<file path="config.mk">
export PLATFORM = sky130hd
export DESIGN_NAME = gate_interlock_sup
export DESIGN_NICKNAME = d
export VERILOG_FILES = /design/src/rtl/gis_pkg.sv /design/src/rtl/gis_overlap_timer.sv /design/src/rtl/gis_hs_fsm.sv /design/src/rtl/gis_thermal_latch.sv /design/src/rtl/gis_status_reg.sv /design/src/rtl/gate_interlock_sup.sv
export SDC_FILE = /design/constraint.sdc
export NUM_CORES = 1
export LEC_CHECK = 0
export CAP_MARGIN = 20
export CORE_ASPECT_RATIO = 0.7
export CORE_MARGIN = 5
export CORE_UTILIZATION = 40
export CTS_CLUSTER_DIAMETER = 120
export DETAILED_ROUTE_END_ITERATION = 8
export GPL_ROUTABILITY_DRIVEN = 0
export PLACE_DENSITY = 0.65
export SLEW_MARGIN = 20
export SYNTH_ARGS = -nofsm -noshare
export SYNTH_HDL_FRONTEND = slang
export SYNTH_HIERARCHICAL = 1
export SYNTH_SLANG_ARGS = --single-unit
</file>
<file path="constraint.sdc">
create_clock -name clk -period 2.18 [get_ports clk]
set_input_delay 0.327 -clock clk [delete_from_list [all_inputs] [get_ports clk]]
set_output_delay 0.327 -clock clk [all_outputs]
set_load 0.01 [all_outputs]
</file>
<file path="src/rtl/gis_pkg.sv">
package gis_pkg;

    typedef enum logic [2:0] {
        HS_HOLD,
        HS_IDLE,
        HS_QUAL,
        HS_DRIVE,
        HS_RECOVER,
        HS_BLANK
    } hs_state_t;

    localparam int FLAG_OVL = 0;
    localparam int FLAG_HOT = 1;
    localparam int FLAG_UV  = 2;
    localparam int NUM_FLAGS = 3;

endpackage

</file>
<file path="src/rtl/gis_overlap_timer.sv">
module gis_overlap_timer #(
    parameter int OVL_LIMIT = 15
) (
    input  logic clk,
    input  logic rst_n,
    input  logic supply_ok,
    input  logic cmd_hi,
    input  logic cmd_lo,
    output logic overlap,
    output logic ov_trip
);
    localparam int OW = $clog2(OVL_LIMIT + 1);
    localparam logic [OW-1:0] OV_TOP = OW'(OVL_LIMIT);

    logic [OW-1:0] ov_cnt;

    assign overlap = cmd_hi && cmd_lo;

    always_ff @(posedge clk or negedge rst_n) begin
        if (!rst_n) begin
            ov_cnt <= '0;
        end else if (!supply_ok || !overlap) begin
            ov_cnt <= '0;
        end else if (ov_cnt != OV_TOP) begin
            ov_cnt <= ov_cnt + OW'(1);
        end
    end

    // Trips on the sample after OVL_LIMIT overlapping samples
    assign ov_trip = overlap && (ov_cnt == OV_TOP);

endmodule

</file>
<file path="src/rtl/gis_hs_fsm.sv">
module gis_hs_fsm
    import gis_pkg::*;
#(
    parameter int MIN_ON_CYC  = 6,
    parameter int MIN_OFF_CYC = 9
) (
    input  logic clk,
    input  logic rst_n,
    input  logic supply_ok,
    input  logic cmd_hi,
    input  logic overlap,
    input  logic ov_trip,
    output logic hs_drive,
    output logic trip_evt
);
    localparam int MAXW = (MIN_ON_CYC > MIN_OFF_CYC) ? MIN_ON_CYC : MIN_OFF_CYC;
    localparam int CW   = $clog2(MAXW + 1);
    localparam logic [CW-1:0] ON_LAST  = CW'(MIN_ON_CYC - 1);
    localparam logic [CW-1:0] OFF_LAST = CW'(MIN_OFF_CYC - 1);

    hs_state_t     state, state_n;
    logic [CW-1:0] cnt, cnt_n;
    logic          can_trip;

    assign can_trip = supply_ok && ov_trip &&
                      (state != HS_BLANK) && (state != HS_HOLD);

    // State register
    always_ff @(posedge clk or negedge rst_n) begin
        if (!rst_n) begin
            state <= HS_HOLD;
            cnt   <= '0;
        end else begin
            state <= state_n;
            cnt   <= cnt_n;
        end
    end

    // Next-state and qualification counter
    always_comb begin
        state_n = state;
        cnt_n   = cnt;
        if (!supply_ok) begin
            state_n = HS_HOLD;
            cnt_n   = '0;
        end else begin
            unique case (state)
                HS_HOLD: begin
                    state_n = HS_IDLE;
                    cnt_n   = '0;
                end
                HS_IDLE: begin
                    if (cmd_hi) begin
                        state_n = HS_QUAL;
                        cnt_n   = CW'(1);
                    end
                end
                HS_QUAL: begin
                    if (!cmd_hi) begin
                        state_n = HS_IDLE;
                        cnt_n   = '0;
                    end else if (cnt == ON_LAST) begin
                        state_n = HS_DRIVE;
                        cnt_n   = '0;
                    end else begin
                        cnt_n = cnt + CW'(1);
                    end
                end
                HS_DRIVE: begin
                    if (!cmd_hi) begin
                        state_n = HS_RECOVER;
                        cnt_n   = CW'(1);
                    end
                end
                HS_RECOVER: begin
                    if (cmd_hi) begin
                        cnt_n = '0;
                    end else if (cnt == OFF_LAST) begin
                        state_n = HS_IDLE;
                        cnt_n   = '0;
                    end else begin
                        cnt_n = cnt + CW'(1);
                    end
                end
                HS_BLANK: begin
                    if (!overlap) begin
                        state_n = HS_IDLE;
                        cnt_n   = '0;
                    end
                end
                default: begin
                    state_n = HS_HOLD;
                    cnt_n   = '0;
                end
            endcase
            if (can_trip) begin
                state_n = HS_BLANK;
                cnt_n   = '0;
            end
        end
    end

    // Outputs
    always_comb begin
        hs_drive = (state == HS_DRIVE);
        trip_evt = can_trip;
    end

endmodule

</file>
<file path="src/rtl/gis_thermal_latch.sv">
module gis_thermal_latch #(
    parameter int TEMP_W  = 8,
    parameter int HOT_SET = 150,
    parameter int HOT_CLR = 134
) (
    input  logic              clk,
    input  logic              rst_n,
    input  logic              supply_ok,
    input  logic [TEMP_W-1:0] temp_code,
    output logic              hot,
    output logic              hot_evt
);
    localparam logic [TEMP_W-1:0] SET_CODE = TEMP_W'(HOT_SET);
    localparam logic [TEMP_W-1:0] CLR_CODE = TEMP_W'(HOT_CLR);

    logic above, below;

    assign above   = temp_code > SET_CODE;
    assign below   = temp_code < CLR_CODE;
    assign hot_evt = supply_ok && !hot && above;

    always_ff @(posedge clk or negedge rst_n) begin
        if (!rst_n) begin
            hot <= 1'b0;
        end else if (!supply_ok) begin
            hot <= 1'b0;
        end else if (above) begin
            hot <= 1'b1;
        end else if (below) begin
            hot <= 1'b0;
        end
    end

endmodule

</file>
<file path="src/rtl/gis_status_reg.sv">
module gis_status_reg #(
    parameter int N = 3
) (
    input  logic         clk,
    input  logic         rst_n,
    input  logic [N-1:0] set_evt,
    input  logic [N-1:0] clr_strobe,
    output logic [N-1:0] flags
);
    always_ff @(posedge clk or negedge rst_n) begin
        if (!rst_n) begin
            flags <= '0;
        end else begin
            flags <= (flags & ~clr_strobe) | set_evt;
        end
    end

endmodule

</file>
<file path="src/rtl/gate_interlock_sup.sv">
module gate_interlock_sup
    import gis_pkg::*;
#(
    parameter int MIN_ON_CYC  = 6,
    parameter int MIN_OFF_CYC = 9,
    parameter int OVL_LIMIT   = 15,
    parameter int TEMP_W      = 8,
    parameter int HOT_SET     = 150,
    parameter int HOT_CLR     = 134
) (
    input  logic              clk,
    input  logic              rst_n,
    input  logic              supply_ok,
    input  logic              cmd_hi,
    input  logic              cmd_lo,
    input  logic [TEMP_W-1:0] temp_code,
    input  logic              str_hi_sel,
    input  logic              str_lo_sel,
    input  logic [2:0]        status_clr,
    output logic              gate_hi,
    output logic              gate_lo,
    output logic              str_hi_out,
    output logic              str_lo_out,
    output logic [2:0]        status_flags
);
    logic overlap, ov_trip, hs_drive, trip_evt, hot, hot_evt;
    logic ok_q, lo_q;
    logic [NUM_FLAGS-1:0] flag_set;

    gis_overlap_timer #(.OVL_LIMIT(OVL_LIMIT)) u_ovl (
        .clk(clk), .rst_n(rst_n), .supply_ok(supply_ok),
        .cmd_hi(cmd_hi), .cmd_lo(cmd_lo),
        .overlap(overlap), .ov_trip(ov_trip)
    );

    gis_hs_fsm #(.MIN_ON_CYC(MIN_ON_CYC), .MIN_OFF_CYC(MIN_OFF_CYC)) u_fsm (
        .clk(clk), .rst_n(rst_n), .supply_ok(supply_ok),
        .cmd_hi(cmd_hi), .overlap(overlap), .ov_trip(ov_trip),
        .hs_drive(hs_drive), .trip_evt(trip_evt)
    );

    gis_thermal_latch #(.TEMP_W(TEMP_W), .HOT_SET(HOT_SET), .HOT_CLR(HOT_CLR)) u_therm (
        .clk(clk), .rst_n(rst_n), .supply_ok(supply_ok),
        .temp_code(temp_code), .hot(hot), .hot_evt(hot_evt)
    );

    always_ff @(posedge clk or negedge rst_n) begin
        if (!rst_n) begin
            ok_q       <= 1'b0;
            lo_q       <= 1'b0;
            str_hi_out <= 1'b0;
            str_lo_out <= 1'b0;
        end else begin
            ok_q       <= supply_ok;
            lo_q       <= supply_ok && cmd_lo;
            str_hi_out <= str_hi_sel;
            str_lo_out <= str_lo_sel;
        end
    end

    always_comb begin
        flag_set           = '0;
        flag_set[FLAG_OVL] = trip_evt;
        flag_set[FLAG_HOT] = hot_evt;
        flag_set[FLAG_UV]  = ok_q && !supply_ok;
    end

    gis_status_reg #(.N(NUM_FLAGS)) u_stat (
        .clk(clk), .rst_n(rst_n), .set_evt(flag_set),
        .clr_strobe(status_clr), .flags(status_flags)
    );

    // Supply loss removes drive without waiting for a clock edge
    assign gate_hi = supply_ok && hs_drive && !hot;
    assign gate_lo = supply_ok && lo_q;

endmodule

</file>
Yosys cells after proc, flatten, opt, wreduce, memory -nomap -nowiden
Index checks and enable logic that the tools add are counted.
Storage, ports and cells
  bits in registers: 19
  latch bits: 0
  bits in read-only memories: 0
  input bits: 18
  RAM bits: 0
  memories kept: 0
Operators by class
  shift-type cells: 0
  bitwise gates (word level): 3
  reductions and logical operators: 21
  multiply operators: 0
  multiplexer cells: 25
  magnitude comparators: 2
  $add $sub $neg: 2
  equality and inequality tests: 17
  divide/modulo/power cells: 0
Operators by type and width (count)
  $mux W4: 11
  $mux W3: 9
  $pmux W4 S5: 1
  $pmux W3 S6: 1
  $ne A4 B4 Y1 const B: 4
  $logic_and A1 B1 Y1: 12
  $add A4 B1 Y4 const B: 2
  $eq A4 B4 Y1 const B: 2
  $gt A8 B8 Y1 const B: 1
  $lt A8 B8 Y1 const B: 1
  $ne A4 B3 Y1 const B: 2
  $eq A3 B2 Y1 const B: 2
  $eq A3 B3 Y1 const B: 2
  $reduce_and A6 Y1: 1
  $ne A5 B4 Y1 const B: 1
  $eq A4 B3 Y1 const B: 1
  $and A3 B3 Y3: 1
  $eq A3 B1 Y1 const B: 1
  $logic_not A1 Y1: 3
  $logic_not A3 Y1: 1
  $mux W1: 3
  $ne A3 B1 Y1 const B: 1
  $ne A3 B3 Y1 const B: 1
  $not A3 Y3: 1
  5 further kinds: 5

Longest topological paths before layout
Gate-level depths: netlist of the first run.
  depth after elaboration: 7
  gate-level depth with buffers: 7

By module
Netlist of the first run, hierarchy kept.
By module, submodules not included
  gis_hs_fsm: instances 1, cells each 71, area each 653.1 µm²
  gis_overlap_timer: instances 1, cells each 22, area each 203.9 µm²
  gate_interlock_sup: instances 1, cells each 8, area each 130.1 µm²
  gis_status_reg: instances 1, cells each 9, area each 108.9 µm²
  gis_thermal_latch: instances 1, cells each 8, area each 76.3 µm²

Worst setup path before layout of the first run
OpenSTA, ideal clock, no wires.
  path kind: register -> register
  from: reg u_ovl.ov_cnt[0]
  to: reg u_fsm.cnt[2]
  setup slack: 393 ps
  data arrival time: 1661 ps
  setup time: 126 ps
  stages on the path, launching flop included: 8
  cells stage by stage: dfrtp_1 ha_1 nand3_2 nor2_1 and2b_2 o21ai_1 a21oi_1 a221o_1
On the way
  longest elaborated chain between the ends: 7
RTL lines
  start: declaration: line gis_overlap_timer.sv:15  | logic [OW-1:0] ov_cnt;
  start signal: assignment: line gis_overlap_timer.sv:25  | ov_cnt <= ov_cnt + OW'(1);
  $eq A4 B4 Y1 *: line gis_overlap_timer.sv:30  | assign ov_trip = overlap && (ov_cnt == OV_TOP);
  $logic_and A1 B1 Y1 *: line gis_overlap_timer.sv:30
  via ov_trip: line gate_interlock_sup.sv:26  | logic overlap, ov_trip, hs_drive, trip_evt, hot, hot_evt;
  $logic_and A1 B1 Y1 * (2 in a row): line gis_hs_fsm.sv:25  | assign can_trip = supply_ok && ov_trip &&
  $logic_and A1 B1 Y1 *: line gis_hs_fsm.sv:26  | (state != HS_BLANK) && (state != HS_HOLD);
  $ne A4 B4 Y1 (no line), or another cell as far along
  $reduce_and A3 Y1 (no line) or $mux W4 (tied branches)
  end signal: assignment: line gis_hs_fsm.sv:35  | cnt <= cnt_n;
  end: declaration: line gis_hs_fsm.sv:22  | logic [CW-1:0] cnt, cnt_n;
The timed path passes the listed nets; every way through them passes the cells marked *.
A chain may end at the register's enable or synchronous reset.

Final worst setup path of the first run
  from: in supply_ok
  to: out gate_hi
On the way
  longest elaborated chain between the ends: 2
RTL lines
  start: declaration: line gate_interlock_sup.sv:13  | input logic supply_ok,
  $logic_and A1 B1 Y1 (2 in a row): line gate_interlock_sup.sv:74  | assign gate_hi = supply_ok && hs_drive && !hot;
  end: declaration: line gate_interlock_sup.sv:20  | output logic gate_hi,
Every way passes these cells.

==> results of run 1 <==
==> logic make-up after synthesis <==
kind of cell / Yosys count / synth area share, %
buf+inv: 14 / 6.616
fa+ha+maj: 4 / 4.269
compound gates: 33 / 22.41
mux: 2 / 1.814
flops: 19 / 40.56
xor+xnor: 4 / 2.989
simple gates: 42 / 21.35
==> sequential cells by signal (all words and copies together) (netlist names) <==
signal and count:
lo_q 1, ok_q 1, str_hi_out 1, str_lo_out 1, u_fsm/cnt 4, u_fsm/state 3, u_ovl/ov_cnt 4, u_stat/flags 3
u_therm/hot 1
==> power groups by stage <==
stage	clock network [mW]	registers [mW]	logic, mW
2_1_floorplan	0	0.406	0.208
6_report	0.242	0.399	0.308
3_3_place_gp	0	0.405	0.295
4_1_cts	0.252	0.399	0.305
3_5_place_dp	0	0.406	0.304
5_1_grt	0.265	0.403	0.341
==> stage by stage <==
stage	cell area (µm²)	hold WS (ns)	setup WS, ns
global route	1523	0.4293	0.01704
global placement	1474	0.4621	0.09010
detailed placement	1474	0.4686	0.08131
floorplan	1172	0.03141	0.3933
finish	1523	0.4050	0.08813
CTS	1520	0.4142	0.06237
==> cell usage in the layout (no fill, tap or decap), types with 4 or more instances in the layout <==
master	count
clkdlybuf4s50_1	24
dfrtp_1	19
inv_1	11
nor2_1	9
nand2_1	8
buf_4	7
o21ai_0	6
a21oi_1	5
ha_1	4
==> cells in the mapped netlist, types with 2 or more instances <==
library cell	n
a2111oi_2	2
a21o_1	3
a21oi_1	5
a22o_1	2
and2_2	3
buf_6	2
dfrtp_1	19
ha_1	4
inv_1	11
nand2_1	8
nand3_1	2
nand3_2	2
nor2_1	9
nor2b_1	4
nor3_1	3
o211ai_1	2
o21ai_0	6
xnor2_1	3
==> worst paths after layout <==
check | depth (start not counted) | from | endpoint
max | 3 | supply_ok | gate_hi
min | 2 | rst_n | u_ovl/ov_cnt[2]
max reg2reg | 7 | u_ovl/ov_cnt[0] | u_fsm/cnt[2]
min reg2reg | 1 | u_stat/flags[2] | u_stat/flags[2]
max in group asynchronous | 2 | rst_n | u_fsm/cnt[2]
min in group clk | 1 | u_stat/flags[2] | u_stat/flags[2]
==> final cells by class <==
cell class                 count  area, µm²
fill                         248       1280
multi-input combinational     85      621.8
sequential                    19      475.5
timing repair buffer          31      292.8
tap                           36      45.04
clock buffer                   3      41.29
inverter                      11      41.29
clock inverter                 1      5.005
==> layer usage <==
layer	track usage (%)	vias up	routed length (µm)
li1	-	482	-
met1	17.81	479	1153
met2	20.90	32	1168
met3	5.254	2	181
met4	3.299	0	20
met5	0	-	0
==> qor.yml, run 1 <==
timing:
  fin_crit_ns: 2.092
  finalHoldViolCount: 0
  tightest_slew_ns: 0.3484
  final.setup.tns_ns: 0
  final_max_slew_viol_count: 0
  max_freq_mhz: 478.0
  slew_headroom_pct: 76.70
  period_share_pct: 95.96
  rsz0062_at_grt: "no"
  setup_violations: 0
  finClkSkew_ns: 0.002779
setup_path:
  critPathTopFamily: "buffers and inverters"
  setup.worst_path.end_class: "output pin"
  cpPeakStageDelay_ns: 0.67
  crit_chain: "clkdlybuf4s50_1 > and3b_1 > clkdlybuf4s50_1"
  rrSetupSlack_ns: 0.26
  crit_required_ns: 1.85
  crit_buf_inv: 2
  path_class: "in2out"
  cp_max_fo: 11
  startpoint_type: "primary input"
  arrival_ns: 1.76
  crit_path_top_delay_cell: "clkdlybuf4s50_1"
  cp_common_cell: "clkdlybuf4s50_1"
power:
  p_leak_nw: 0.7111
  p_seq_share_pct: 42.0
  power_density_nw_per_um2: 623.8
  switchingPower_mw: 0.2920
  irDropWorstVdd_mv: 0.2495
  p_sw_share_pct: 30.74
  power_mw: 0.9499
  p_clk_share_pct: 25.5
  p_int_mw: 0.6578
  combPwrFrac_pct: 32.5
place:
  port_buffers: 24
  place_hpwl_um: 1997
  dp.cells: 182
die:
  die_area_um2: 4131
  die_x_um: 74.71
  start_util_pct: 41.83
  io_pins: 25
  std_cell_rows: 16
  core_area_um2: 2803
  dieHeight_um: 55.30
final_layout:
  nets: 173
  drive_above_1_share_pct: 18.67
  stdcell_count: 186
  area_growth_pct: 29.88
  n_antenna_cell: 0
  finish.utilization_pct: 54.33
synthesis:
  synthesis.area_um2: 1172
  synth_nets: 140
  syn_avg_cell_area_um2: 9.935
  ys_top_cells_by_area: "dfrtp_1 41%, ha_1 4.3%, inv_1 3.5%"
  yosys.area.top_type: "dfrtp_1"
  syn_inst: 118
  ys_async_sr_fraction_pct: 100.0
  yosysTopAreaCellShare_pct: 40.55
  yosysWarnings: 6
  synth_flop_cell: "dfrtp_1"
  synth_edf_count: 0
  yosysUniqueCellTypes: 46
  ys_seq_area_share_pct: 40.55
  synth_seq_cells: 19
cts:
  cts_tree: "built"
  cts-root-buf: "clkbuf_8"
  cts_setup_buffers: 0
  postCtsResizedCells: 0
  numCtsBuffers: 3
  postCtsHoldBufs: 0
  cts.htree.levels: 1
  cts_max_path_buffers: 2
  insertion_delay_ns: 0.25
  clk_pin_slew_ns: 0.07
  clkSinkCount: 19
routing:
  route.detailed.drc: 0
  routed_wl_um: 2523
  viasPerCell: 5.349
  drt_pass1_iterations: 4
  vias: 995
  wl_per_cell_um: 13.56
  drt_iter0_markers: 52
  postRouteAntennaNets: 0
job:
  maxCapViolCount: 0
global_routing:
  grt_pass1_vias: 1003
  antenna_found_initial: 0
  grtUsageTotal_pct: 13.57
  grt_max_degree: 20
  grt_pass1_wl_um: 4443
  overflow: 0
worst_hold_path:
  hold_class: "in2async"
run_status:
  outcome: "finished, final reports clean"
Note: power is estimated with default switching activity, not from simulation.
==> run 2: changes to the inputs <==
- CAP_MARGIN: 20 -> default
- clock period: 2.18 -> 2.3 ns (I/O delays scaled with it)
==> run 2 against run 1 <==
Compared with the run above:
- count of clock-buffer cells in the layout is the same
- sequential power shrank 5.5%
- total power shrank 5.5%
- critical path depth is the same
- core utilization shrank 0.089 points
- cell area shrank 0.16%
- clock skew is essentially flat
- combinational power shrank 5%
- register-to-register slack gained 0.13 ns
- largest cell class unchanged
==> qor.yml, run 2 (synthesis gave the netlist of run 1 again) <==
final_layout:
  fin_area_um2: 1520
  layout.cells.most_common: "clkdlybuf4s50_1"
  area_growth_pct: 29.67
  multi_input_area_um2: 619.3
  finish.utilization_pct: 54.24
  drive_above_1_share_pct: 18.00
  stdcell_count: 186
  n_antenna_cell: 0
  reg.largest.list: "u_fsm/cnt (4), u_ovl/ov_cnt (4)"
  nets: 173
  fill_cells: 252
  register_area_um2: 475.5
  layout_common_cells: "24 x clkdlybuf4s50_1, 19 x dfrtp_1, 11 x inv_1, 9 x nor2_1, 8 x nand2_1"
global_routing:
  grtUsageTotal_pct: 13.67
  use_met3_pct: 4.167
  grt_pass1_wl_um: 4347
  grt_pass1_vias: 933
  grtUsageMet1_pct: 19.35
  busiest_layer: "met1"
  grt_max_degree: 20
  antenna_found_initial: 0
  overflow: 0
  use_met2_pct: 19.27
routing:
  postRouteAntennaNets: 0
  wl_per_cell_um: 13.35
  route.detailed.drc: 0
  routed_wl_um: 2483
  drt_iter0_markers: 60
  drt_pass1_iterations: 5
  viasPerCell: 5.301
  vias: 986
cts:
  cts_max_path_buffers: 2
  clkSinkCount: 19
  cts.htree.levels: 1
  cts_tree: "built"
  postCtsResizedCells: 0
  cts_setup_buffers: 0
  cts-root-buf: "clkbuf_8"
  numCtsBuffers: 3
  clk_pin_slew_ns: 0.07
  postCtsHoldBufs: 0
  insertion_delay_ns: 0.25
place:
  dp_slack_ns: 0.1681
  dp.cells: 182
  place_hpwl_um: 1966
  port_buffers: 24
  dpl_cell_area_um2: 1474
setup_path:
  cp_num_cells: 3
  path_class: "in2out"
  crit_buf_inv: 2
  cp_max_fo: 9
  rrSetupSlack_ns: 0.39
  cpPeakStageDelay_ns: 0.67
  r2r_start: "u_ovl/ov_cnt[0]"
  critPathTopFamily: "buffers and inverters"
  worstRegToRegCells: 7
  startpoint_type: "primary input"
  arrival_ns: 1.77
  r2r_end: "u_fsm/cnt[2]"
  crit_chain: "clkdlybuf4s50_1 > and3b_1 > clkdlybuf4s50_1"
  crit_path_top_delay_cell: "clkdlybuf4s50_1"
  crit_required_ns: 1.96
  crit_path_end: "gate_hi"
  startpoint: "supply_ok"
  setup.worst_path.end_class: "output pin"
  cp_common_cell: "clkdlybuf4s50_1"
power:
  irDropWorstVdd_mv: 0.2409
  p_leak_nw: 0.7103
  power_mw: 0.8978
  power_density_nw_per_um2: 590.6
timing:
  tightest_slew_ns: 0.3472
  setup_violations: 0
  worst_slack_ns: 0.1816
  period_share_pct: 92.10
  max_freq_mhz: 472.1
  finClkSkew_ns: 0.002960
  fin_crit_ns: 2.118
  holdWs_ns: 0.4179
  final.setup.tns_ns: 0
  final_max_slew_viol_count: 0
  rsz0062_at_grt: "no"
  slew_headroom_pct: 76.78
  finalHoldViolCount: 0
die:
  die_area_um2: 4131
  start_util_pct: 41.83
  dieHeight_um: 55.30
  io_pins: 25
  die_x_um: 74.71
  std_cell_rows: 16
  core_area_um2: 2803
run_status:
  outcome: "finished, final reports clean"
job:
  maxCapViolCount: 0
worst_hold_path:
  hold_class: "in2async"
==> run 2: cell types whose count changed in the layout (fill, tap and decap cells not counted) <==
cell     change
nor2b_1      +1
nor2b_2      -1
==> run 2: metal layers <==
layer | routed length (µm) | vias to the layer above
met4 | 44 | 0
met1 | 1169 | 452
met2 | 1099 | 45
met3 | 170 | 6
li1 | - | 483
met5 | 0 | -
==> run 2: report_power, final <==
part	switching (mW)	total, mW	internal [mW]
Clock	0.109	0.229	0.120
Combinational	0.150	0.292	0.142
Sequential	0.0175	0.377	0.359
==> run 2: worst min path at each step <==
stage | startpoint | end | slack (ns)
after floorplan | rst_n | lo_q | 0.05
after global placement | u_stat/flags[0] | u_stat/flags[0] | 0.46
after detailed placement | u_stat/flags[1] | u_stat/flags[1] | 0.47
after CTS | rst_n | u_ovl/ov_cnt[1] | 0.42
after global routing | rst_n | u_ovl/ov_cnt[1] | 0.44
final | rst_n | u_ovl/ov_cnt[1] | 0.42
==> run 2: worst register-to-register path: stages (launching register included) <==
cell     delay (ns)
dfrtp_1        0.41
ha_1           0.25
nand3_2        0.13
nor2_1         0.19
and2b_2        0.25
o21ai_1        0.13
a21oi_1        0.11
a221o_1        0.32
==> run 2: cell type report <==
| cell class | instances | share of cell area (%) |
|---|---|---|
| Clock buffer | 3 | 2.716 |
| Sequential cell | 19 | 31.28 |
| Inverter | 11 | 2.716 |
| Timing Repair Buffer | 31 | 19.26 |
| Multi-Input combinational cell | 85 | 40.74 |
| Tap cell | 36 | 2.963 |
| Clock inverter | 1 | 0.3292 |
==> run 3: changes to the inputs <==
- RECOVER_POWER: default -> 25
==> run 3 against run 2 <==
Compared with the run above:
- hold slack better by 0.060 ns
- wire length shrank 0.32%
- highest routed layer unchanged
- critical path depth did not move
- final cell count unchanged
- clock skew barely moved
- core utilization shrank 0.13 points
- sequential cell count unchanged
- register-to-register slack about the same
- fmax barely moved
- count of clock-buffer cells in the layout unchanged
- largest cell class unchanged
- global-route usage is the same
==> qor.yml, run 3 (synthesis gave the netlist of run 1 again) <==
die:
  std_cell_rows: 16
  core_area_um2: 2803
  io_pins: 25
  start_util_pct: 41.83
  die_area_um2: 4131
  die_x_um: 74.71
  dieHeight_um: 55.30
setup_path:
  crit_path_end: "gate_hi"
  cp_common_cell: "clkdlybuf4s50_1"
  arrival_ns: 1.77
  cpPeakStageDelay_ns: 0.67
  r2r_end: "u_fsm/cnt[2]"
  startpoint_type: "primary input"
  critPathTopFamily: "buffers and inverters"
  crit_path_top_delay_cell: "clkdlybuf4s50_1"
  cp_num_cells: 3
  crit_required_ns: 1.96
  startpoint: "supply_ok"
  setup.worst_path.end_class: "output pin"
  crit_chain: "clkdlybuf4s50_1 > and3b_1 > clkdlybuf4s50_1"
  crit_buf_inv: 2
  path_class: "in2out"
  r2r_start: "u_ovl/ov_cnt[0]"
  cp_max_fo: 9
  rrSetupSlack_ns: 0.39
  worstRegToRegCells: 7
cts:
  cts_setup_buffers: 0
  postCtsHoldBufs: 0
  postCtsResizedCells: 0
  clk_pin_slew_ns: 0.07
  cts-root-buf: "clkbuf_8"
  cts.htree.levels: 1
  clkSinkCount: 19
  insertion_delay_ns: 0.25
  numCtsBuffers: 3
  cts_max_path_buffers: 2
  cts_tree: "built"
place:
  place_hpwl_um: 1966
  port_buffers: 24
routing:
  viasPerCell: 5.285
  route.met3.wl_um: 167
  route.detailed.drc: 0
  wl_per_cell_um: 13.31
  highest_layer: "met4"
  postRouteAntennaNets: 0
  drt_pass1_iterations: 4
  drt-met1-wl_um: 1162
  met2WireLength_um: 1111
  vias: 983
  routed_wl_um: 2475
  drt_iter0_markers: 60
job:
  maxCapViolCount: 0
global_routing:
  grt_max_degree: 20
  antenna_found_initial: 0
  grt_pass1_wl_um: 4347
  grtUsageTotal_pct: 13.67
  grt_pass1_vias: 933
  overflow: 0
worst_hold_path:
  hold_class: "reg2reg"
timing:
  max_freq_mhz: 472.1
  rsz0062_at_grt: "no"
  setup_violations: 0
  slew_headroom_pct: 30.25
  holdWs_ns: 0.4777
  finClkSkew_ns: 0.002973
  final.setup.tns_ns: 0
  period_share_pct: 92.09
  tightest_slew_ns: 1.046
  final_max_slew_viol_count: 0
  finalHoldViolCount: 0
  fin_crit_ns: 2.118
final_layout:
  nets: 173
  layout.cells.most_common: "clkdlybuf4s50_1"
  area_growth_pct: 29.35
  n_antenna_cell: 0
  drive_above_1_share_pct: 17.33
  layout_common_cells: "21 x clkdlybuf4s50_1, 19 x dfrtp_1, 11 x inv_1, 9 x nor2_1, 8 x nand2_1"
  reg.largest.list: "u_fsm/cnt (4), u_ovl/ov_cnt (4)"
power:
  irDropWorstVdd_mv: 0.2389
  p_leak_nw: 0.7075
  power_density_nw_per_um2: 589.9
run_status:
  outcome: "finished, final reports clean"
run 3: cell count changes in the layout (fill, tap and decap cells not counted), sizes merged:
cell	delta
clkdlybuf4s50	-3
dlygate4sd3	+3
clkbuf	+1
buf	-1
run 3: worst min path at each step:
stage	from	endpoint	slack, ns	cells after the start
finish	u_stat/flags[2]	u_stat/flags[2]	0.48	1
global route	u_stat/flags[2]	u_stat/flags[2]	0.49	1
CTS	rst_n	u_ovl/ov_cnt[1]	0.42	2
detailed placement	u_stat/flags[1]	u_stat/flags[1]	0.47	1
global placement	u_stat/flags[0]	u_stat/flags[0]	0.46	1
floorplan	rst_n	lo_q	0.05	0
run 3: stage by stage:
stage / util (%) / setup slack [ns] / std cells / instance area, µm² / power [mW]
global route: 54.11 / 0.08244 / 186 / 1516 / 0.9519
floorplan: - / 0.5133 / 118 / 1172 / 0.5824
CTS: 54.24 / 0.1723 / 186 / 1520 / 0.9071
finish: 54.11 / 0.1820 / 186 / 1516 / 0.8946
detailed placement: 52.59 / 0.1681 / 182 / 1474 / 0.6711
global placement: 52.59 / 0.2178 / 182 / 1474 / 0.6632
run 3: layout make-up:
cell class                 instances  area, µm²
clock buffer                       3      41.29
clock inverter                     1      5.005
fill                             254       1286
inverter                          11      41.29
multi-input combinational         85      619.3
sequential                        19      475.5
tap                               36      45.04
timing repair buffer              31      289.0
run 3: per-layer routing:
layer / up-vias / global-route usage [%]
met5: - / 0
met4: 0 / 5.330
met3: 2 / 4.167
met2: 41 / 19.27
met1: 458 / 19.35
li1: 482 / -
run 3: report_power, final:
part | switching (mW) | total (mW) | leakage, nW | internal (mW)
Clock | 0.108 | 0.229 | 0.0255 | 0.120
Sequential | 0.0175 | 0.377 | 0.250 | 0.359
Combinational | 0.148 | 0.289 | 0.432 | 0.140
